## src/rtl/cfg_access_pkg.sv

```systemverilog
package cfg_access_pkg;

  localparam int REG_W = 8;
  localparam int TAG_W = 16;
  localparam int ENTRY_W = TAG_W + 1;
  localparam logic [REG_W-1:0] BAR_FIRST = 8'h10;
  localparam logic [REG_W-1:0] BAR_LAST = 8'h24;

  typedef struct packed {
    logic addrWr;
    logic addrRd;
    logic dataWr;
    logic dataRd;
    logic otherRd;
    logic sizeWr;
  } cfgStrobe_t;

  function automatic logic [31:0] swapOverLen(input logic [31:0] v, input logic [1:0] sz);
    logic [31:0] r;
    r = '0;
    for (int i = 0; i < 4; i++) begin
      if (i <= int'(sz)) r[8*i +: 8] = v[8*(int'(sz) - i) +: 8];
    end
    return r;
  endfunction

  function automatic logic [31:0] swapFull(input logic [31:0] v);
    return {v[7:0], v[15:8], v[23:16], v[31:24]};
  endfunction

endpackage

```

## src/rtl/cfg_access_ctrl.sv

```systemverilog
module cfg_access_ctrl
  import cfg_access_pkg::*;
#(
  parameter int OFS_W = 4,
  parameter logic [OFS_W-1:0] ADDR_OFS = 4'h0,
  parameter logic [OFS_W-1:0] DATA_OFS = 4'h4
) (
  input  logic             clk,
  input  logic             rstN,
  input  logic             reqValid,
  input  logic             reqWrite,
  input  logic [OFS_W-1:0] reqOffset,
  input  logic             hit,
  input  logic             inBar,
  input  logic             wrAllOnes,
  output cfgStrobe_t       strobe,
  output logic             sizeFlag
);

  logic isAddr, isData;

  always_comb begin
    isAddr = (reqOffset == ADDR_OFS);
    isData = (reqOffset == DATA_OFS);
    strobe.addrWr  = reqValid && reqWrite && isAddr;
    strobe.addrRd  = reqValid && !reqWrite && isAddr;
    strobe.dataWr  = reqValid && reqWrite && isData;
    strobe.dataRd  = reqValid && !reqWrite && isData;
    strobe.otherRd = reqValid && !reqWrite && !isAddr && !isData;
    strobe.sizeWr  = strobe.dataWr && hit && inBar && wrAllOnes;
  end

  always_ff @(posedge clk) begin
    if (!rstN) sizeFlag <= 1'b0;
    else if (strobe.dataRd) sizeFlag <= 1'b0;
    else if (strobe.sizeWr) sizeFlag <= 1'b1;
  end

  // an arming write always leaves the flag set
  p_flag_set_r6: assert property (@(posedge clk) disable iff (!rstN)
    strobe.sizeWr |=> sizeFlag);

  // the flag only rises after a write request
  p_flag_source_r6: assert property (@(posedge clk) disable iff (!rstN)
    $rose(sizeFlag) |-> $past(reqValid && reqWrite));

  // every data-port read drops the flag
  p_flag_clear_r7: assert property (@(posedge clk) disable iff (!rstN)
    strobe.dataRd |=> !sizeFlag);

endmodule

```

## src/rtl/cfg_access_datapath.sv

```systemverilog
module cfg_access_datapath
  import cfg_access_pkg::*;
#(
  parameter int NUM_FUNCS = 4,
  parameter logic [NUM_FUNCS*ENTRY_W-1:0] PRESENCE = '0,
  parameter logic [NUM_FUNCS*32-1:0] IDS = '0,
  parameter logic [31:0] CMD_INIT = 32'h00FF_FFFF,
  parameter logic [31:0] SIZE_MASK = 32'h003F_FFFF
) (
  input  logic        clk,
  input  logic        rstN,
  input  logic        cpuBigEndian,
  input  logic [1:0]  reqSize,
  input  logic [31:0] reqWdata,
  input  cfgStrobe_t  strobe,
  input  logic        sizeFlag,
  output logic        hit,
  output logic        inBar,
  output logic        wrAllOnes,
  output logic        rspValid,
  output logic [31:0] rspData,
  output logic        wrMismatch
);

  localparam logic [REG_W-1:0] SIZE_LAST = BAR_LAST + 8'd3;

  logic [31:0]          cfgAddr;
  logic [REG_W-1:0]     regOfs;
  logic [NUM_FUNCS-1:0] matchVec;
  logic [31:0]          hitId;
  logic [REG_W:0]       lastByte;
  logic                 fits, useSize;
  logic [31:0]          assembled, cfgWord, wrValue, readValue;

  function automatic logic [7:0] imageByte(input logic [31:0] id, input logic [REG_W-1:0] a,
                                           input logic sel);
    if (sel) begin
      if (a >= BAR_FIRST && a <= SIZE_LAST) return SIZE_MASK[{a[1:0], 3'b000} +: 8];
      return 8'h00;
    end
    if (a[REG_W-1:2] == '0) return id[{a[1:0], 3'b000} +: 8];
    if (a[REG_W-1:2] == 6'd1) return CMD_INIT[{a[1:0], 3'b000} +: 8];
    return 8'h00;
  endfunction

  assign regOfs = cfgAddr[REG_W-1:0];

  for (genvar i = 0; i < NUM_FUNCS; i++) begin : g_match
    assign matchVec[i] = PRESENCE[i*ENTRY_W + TAG_W] &&
                         (PRESENCE[i*ENTRY_W +: TAG_W] == cfgAddr[23:8]);
  end

  // lowest index wins: scan from the top, later hits overwrite
  always_comb begin
    hit = 1'b0;
    hitId = '0;
    for (int i = NUM_FUNCS - 1; i >= 0; i--) begin
      if (matchVec[i]) begin
        hit = 1'b1;
        hitId = IDS[32*i +: 32];
      end
    end
  end

  always_comb begin
    lastByte  = {1'b0, regOfs} + {{(REG_W-1){1'b0}}, reqSize};
    fits      = !lastByte[REG_W];
    inBar     = (regOfs >= BAR_FIRST) && (regOfs <= BAR_LAST);
    useSize   = sizeFlag && inBar;
    assembled = '0;
    for (int i = 0; i < 4; i++) begin
      if (i <= int'(reqSize))
        assembled[8*i +: 8] = imageByte(hitId, regOfs + REG_W'(i), useSize);
    end
    cfgWord   = fits ? assembled : 32'h0;
    wrValue   = cpuBigEndian ? swapOverLen(reqWdata, reqSize) : reqWdata;
    wrAllOnes = (wrValue == 32'hFFFF_FFFF);
    if (!hit) readValue = (regOfs == '0) ? 32'hFFFF_FFFF : 32'h0;
    else      readValue = cpuBigEndian ? swapOverLen(cfgWord, reqSize) : cfgWord;
  end

  always_ff @(posedge clk) begin
    if (!rstN) begin
      cfgAddr    <= '0;
      rspValid   <= 1'b0;
      rspData    <= '0;
      wrMismatch <= 1'b0;
    end else begin
      if (strobe.addrWr) cfgAddr <= cpuBigEndian ? swapFull(reqWdata) : reqWdata;
      rspValid   <= strobe.addrRd || strobe.dataRd || strobe.otherRd;
      if (strobe.addrRd)       rspData <= cfgAddr;
      else if (strobe.dataRd)  rspData <= readValue;
      else if (strobe.otherRd) rspData <= '0;
      wrMismatch <= strobe.dataWr && hit && !strobe.sizeWr && (wrValue != cfgWord);
    end
  end

  // absent function at a nonzero offset answers zero
  p_absent_zero_r3: assert property (@(posedge clk) disable iff (!rstN)
    (strobe.dataRd && !hit && regOfs != '0) |=> (rspData == 32'h0));

  // the strobe only follows a data-port write
  p_mismatch_after_write_r8: assert property (@(posedge clk) disable iff (!rstN)
    wrMismatch |-> $past(strobe.dataWr));

  // the stored address only moves on an address-port write
  p_addr_hold_r1: assert property (@(posedge clk) disable iff (!rstN)
    !$past(strobe.addrWr) |-> $stable(cfgAddr));

endmodule

```

## src/rtl/cfg_access_responder.sv

```systemverilog
module cfg_access_responder
  import cfg_access_pkg::*;
#(
  parameter int NUM_FUNCS = 4,
  parameter int OFS_W = 4,
  parameter logic [OFS_W-1:0] ADDR_OFS = 4'h0,
  parameter logic [OFS_W-1:0] DATA_OFS = 4'h4,
  parameter logic [NUM_FUNCS*ENTRY_W-1:0] PRESENCE = {
    {1'b1, 8'h00, 5'd2, 3'd1},
    {1'b1, 8'h00, 5'd2, 3'd1},
    {1'b1, 8'h00, 5'd1, 3'd0},
    {1'b0, 8'h00, 5'd3, 3'd0}},
  parameter logic [NUM_FUNCS*32-1:0] IDS = {
    32'hCCCC_9ABC, 32'hBBBB_5678, 32'hAAAA_1234, 32'h1111_0000},
  parameter logic [31:0] CMD_INIT = 32'h00FF_FFFF,
  parameter logic [31:0] SIZE_MASK = 32'h003F_FFFF
) (
  input  logic             clk,
  input  logic             rstN,
  input  logic             cpuBigEndian,
  input  logic             reqValid,
  input  logic             reqWrite,
  input  logic [OFS_W-1:0] reqOffset,
  input  logic [1:0]       reqSize,
  input  logic [31:0]      reqWdata,
  output logic             rspValid,
  output logic [31:0]      rspData,
  output logic             wrMismatch
);

  cfgStrobe_t strobe;
  logic sizeFlag, hit, inBar, wrAllOnes;

  cfg_access_ctrl #(.OFS_W(OFS_W), .ADDR_OFS(ADDR_OFS), .DATA_OFS(DATA_OFS)) ctrl_i (
    .clk(clk), .rstN(rstN), .reqValid(reqValid), .reqWrite(reqWrite),
    .reqOffset(reqOffset), .hit(hit), .inBar(inBar), .wrAllOnes(wrAllOnes),
    .strobe(strobe), .sizeFlag(sizeFlag));

  cfg_access_datapath #(.NUM_FUNCS(NUM_FUNCS), .PRESENCE(PRESENCE), .IDS(IDS),
                        .CMD_INIT(CMD_INIT), .SIZE_MASK(SIZE_MASK)) dp_i (
    .clk(clk), .rstN(rstN), .cpuBigEndian(cpuBigEndian), .reqSize(reqSize),
    .reqWdata(reqWdata), .strobe(strobe), .sizeFlag(sizeFlag), .hit(hit),
    .inBar(inBar), .wrAllOnes(wrAllOnes), .rspValid(rspValid), .rspData(rspData),
    .wrMismatch(wrMismatch));

  // a response appears only one cycle after a read request
  p_rsp_after_read_r12: assert property (@(posedge clk) disable iff (!rstN)
    rspValid |-> $past(reqValid && !reqWrite));

  // every read request is answered
  p_read_answered_r12: assert property (@(posedge clk) disable iff (!rstN)
    (reqValid && !reqWrite) |=> rspValid);

endmodule

```

## config.mk

```make
export PLATFORM = sky130hd
export DESIGN_NAME = cfg_access_responder
export DESIGN_NICKNAME = d
export VERILOG_FILES = /design/src/rtl/cfg_access_pkg.sv /design/src/rtl/cfg_access_ctrl.sv /design/src/rtl/cfg_access_datapath.sv /design/src/rtl/cfg_access_responder.sv
export SDC_FILE = /design/constraint.sdc
export NUM_CORES = 1
export LEC_CHECK = 0
export CORE_ASPECT_RATIO = 2
export CORE_MARGIN = 2
export CORE_UTILIZATION = 55
export DETAILED_ROUTE_END_ITERATION = 10
export DONT_BUFFER_PORTS = 1
export GPL_ROUTABILITY_DRIVEN = 0
export PLACE_DENSITY = 0.73
export SETUP_SLACK_MARGIN = 0.2
export SLEW_MARGIN = 20
export SYNTH_ARGS = -nofsm -noshare
export SYNTH_HDL_FRONTEND = slang
export SYNTH_SLANG_ARGS = --single-unit
```

## constraint.sdc

```tcl
create_clock -name clk -period 4.7 [get_ports clk]
set_input_delay 0.47 -clock clk [delete_from_list [all_inputs] [get_ports clk]]
set_output_delay 0.47 -clock clk [all_outputs]
set_load 0.05 [all_outputs]
```

==> summary.md <==
The count of boundary I/O pins is 77, and the required arrival time at the worst endpoint is 4.93 ns. In the final routed layout, each cell accounts on average for 29.9 um. Power spread over the standard cell area amounts to 233 mW/mm^2. The run gives 1.77 mW as the total power draw. The clock network latency to the later pin of the worst-skew pair is 0.35 ns, and the slew at the pin closest to its max-slew limit is 1.05 ns. Input and output buffers added on the ports amount to 0. After synthesis the netlist holds a flip-flop and latch count of 67. The first-pass iteration count of the detailed router is 7, and the number of levels in the clock H-tree is 3. For this design the total switching power over the nets is 612 uW. The tools report the kind of launch point of the worst setup path as a register.

The overall die area is 0.0142 mm^2. Max-cap violations in this run came to 0. Summing the sequential cell areas from Yosys gives 18.4% of the chip area.

TritonCTS built the clock tree. The cell type contributing the most total cell area after synthesis was dfxtp_1. The clock drives 67 sinks. After layout, the minimum clock period comes to 3.89 ns.

Antenna cell count: 0. The run gives 0.00783 ns as the worst clock skew. The initial antenna violation count was 1; the worst slack on hold paths was 0.264 ns.

The tools report the number of buffers added by the clock tree synthesis step as 9. The tree is rooted in a clkbuf_16. For the number of warnings reported in the yosys synthesis log, the log shows 0. Initial core utilization: 56.0%. For the aggregate negative setup slack, the log shows 0 ns. Synthesis instantiated 83 different standard cells from the library.

The clock network burns 40.0% of the power. For this run, the top clock speed supported by timing is 257 MHz. The overall fraction of global-route tracks in use is 44.8%, and the cts-stage hold buffer count is 0. The worst pin sits at a relative slew slack of 30.2%. The internal portion of the total power is 1.15 mW. The number of nets at the end of the flow came out at 977. The ratio of final minimum period to clock period is 82.8%, and the number of nets still failing antenna checks after routing is 0.

After synthesis, the mean cell area works out to 7.47 um^2. The switching share of total power works out to 34.7%. Setup violations remaining at the end of the flow were counted as 0. The fraction of layout cells with a size suffix above 1 was 9.60%; the starting DRC count in detailed routing was 1185.

The floorplan step set the die width to 85.3 um. In this run the vertical extent of the chip is 167 um. For the number of endpoints with negative hold slack in the final report, the log shows 0.

The flow ran to the end, and the final reports show no timing, DRC or antenna violations. Across the VDD grid, the largest voltage drop is 0.000304 V. The logs give 0 for the number of remaining DRC errors and 32300 um for the final wirelength. Setup repair after global routing left no endpoint under its margin. Of all nets on the critical path, the largest fanout is 14. After synthesis, the cell types taking the most area are dfxtp_1 18%, mux2i_1 6.7%, nand2_1 5.7%, o211a_1 4.5%, o21ai_0 4.2%.

For the number of buffers inserted by post-CTS setup repair, the log shows 0. Synthesis produced 974 cells. The clock passes through at most 2 buffers. In this run the standard cell core region covers 0.0130 mm^2. The run gives 3.06 nW as the static leakage. The first-pass GRT wire length came out at 48100 um. Final-report max-slew violation count: 0. The via count normalized by instance count was 7.99. Summed over all layers, the global routing overflow is 0.

The worst endpoint data arrival time is 4.12 ns, and the area of the mapped netlist is 0.00727 mm^2. The sequential share of power is 36.9%. Yosys mapped a number of flops with a built-in enable equal to 0.

Counting flops with an async set or reset pin after synthesis yields a share of 0%. Combinational logic is responsible for 23.1% of the overall power. The clock-pin slew on the worst setup and hold paths was 0.06 ns. In this run the worst hold path is classified as in -> reg. Entering global routing, the biggest net connects 97 pins. Placement row count: 59. The worst setup path is captured at a register. The run gives 0 as the post-CTS resize count. The critical path is of the reg -> reg type. The dominant register cell in the synthesized netlist was dfxtp_1. The area added between synthesis and finish works out to 4.33%.

The via count of the first global-routing pass was 7914; the HPWL reported at the end of detailed placement was 23200 um. The number of nets in the synthesized netlist is 1029. Detailed routing inserted a total of 8620 vias.

Of the post-synthesis cell area, the dominant cell type holds 18.4%.
[path summary, 6_finish.rpt]
kind                                       start  cells after the start  slack (ns)                to
worst max-delay path             dp_i.cfgAddr[1]                     11        0.81  dp_i.rspData[18]
worst min register to register  dp_i.cfgAddr[28]                      1        0.51  dp_i.cfgAddr[28]
worst min-delay path                        rstN                      1        0.26   ctrl_i.sizeFlag
worst max register to register   dp_i.cfgAddr[1]                     11        0.81  dp_i.rspData[18]
[Yosys cell counts (11+ instances only)]
cell,instances
o221ai_1,27
o211a_1,33
a21oi_1,52
dfxtp_1,67
buf_2,20
nand4_1,12
inv_1,17
xnor2_1,13
o211ai_1,24
xor2_1,13
nand2_1,110
a22o_1,12
mux2i_1,49
mux4_2,12
a221oi_1,13
a31oi_1,26
buf_1,11
nor2_1,63
o21ai_0,61
clkbuf_1,51
nor3_1,20
ha_1,12
nand3_1,43
mux2_2,12
o22ai_1,15
[cells in the final DEF (no fill, tap or decap), types with 13 or more instances in the layout]
master,instances
nor2_1,62
buf_4,24
o211ai_1,24
o22ai_1,15
a21oi_1,52
a31oi_1,26
dfxtp_1,67
o221ai_1,27
xor2_1,13
a221oi_1,13
nand2_1,110
o211a_1,33
nor3_1,20
xnor2_1,13
nand3_1,43
mux2i_1,49
o21ai_0,61
inv_1,17
[worst max-delay path, cell delays in order, from the launching register on]
cell,delay [ns]
dfxtp_1,0.33
clkinv_1,0.38
ha_1,0.72
clkinv_1,0.37
and2_1,0.26
a31oi_1,0.18
nor3_1,0.11
o21ai_0,0.62
mux2_2,0.30
o221ai_1,0.11
a221oi_1,0.31
nor2_1,0.08
[cell families after synthesis]
family	count (synthesis)	share of synthesized area, %
AOI/OAI and AO/OA	350	34.5
xor gates and xnor gates	26	3.13
adders and majority gates	13	2.20
buffers and inverters	108	6.23
DFF	67	18.4
muxes	74	12.5
and+or+nand+nor	336	23.0
[final cells by class]
class	instances	area, um^2
sequential	67	1340
clock buffer	10	229
clock inverter	6	72.6
fill	1213	5400
inverter	21	78.8
tap	152	190
multi-input combinational	799	5500
timing repair buffer	24	180
[per-layer routing]
metal	track usage, %	wire, um
met5	0	16
met4	40.0	3790
met3	11.2	3430
met2	71.7	14900
met1	47.2	10200
[per-stage QoR]
step | utilization, % | setup slack, ns | std cells | instance area [um^2]
2_1_floorplan | - | 1.03 | 974 | 7270
3_3_place_gp | 56.1 | 1.05 | 1063 | 7290
3_5_place_dp | 56.1 | 1.01 | 1063 | 7290
4_1_cts | 58.4 | 0.993 | 1079 | 7590
5_1_grt | 58.4 | 0.599 | 1079 | 7590
6_report | 58.4 | 0.810 | 1079 | 7590
[registers in the layout, summed over array words and instances, names as in the netlist]
| signal | flops |
|---|---|
| dp_i.cfgAddr | 32 |
| dp_i.wrMismatch | 1 |
| dp_i.rspData | 32 |
| ctrl_i.sizeFlag | 1 |
| dp_i.rspValid | 1 |
[power groups by stage]
stage | Clock [mW] | Combinational [mW] | Sequential, mW
final | 0.707 | 0.407 | 0.651
after global placement | 0 | 0.376 | 0.662
after CTS | 0.706 | 0.380 | 0.650
after global routing | 0.722 | 0.427 | 0.652
after floorplan | 0 | 0.313 | 0.654
after detailed placement | 0 | 0.377 | 0.662
(Power assumes the default switching activity.)
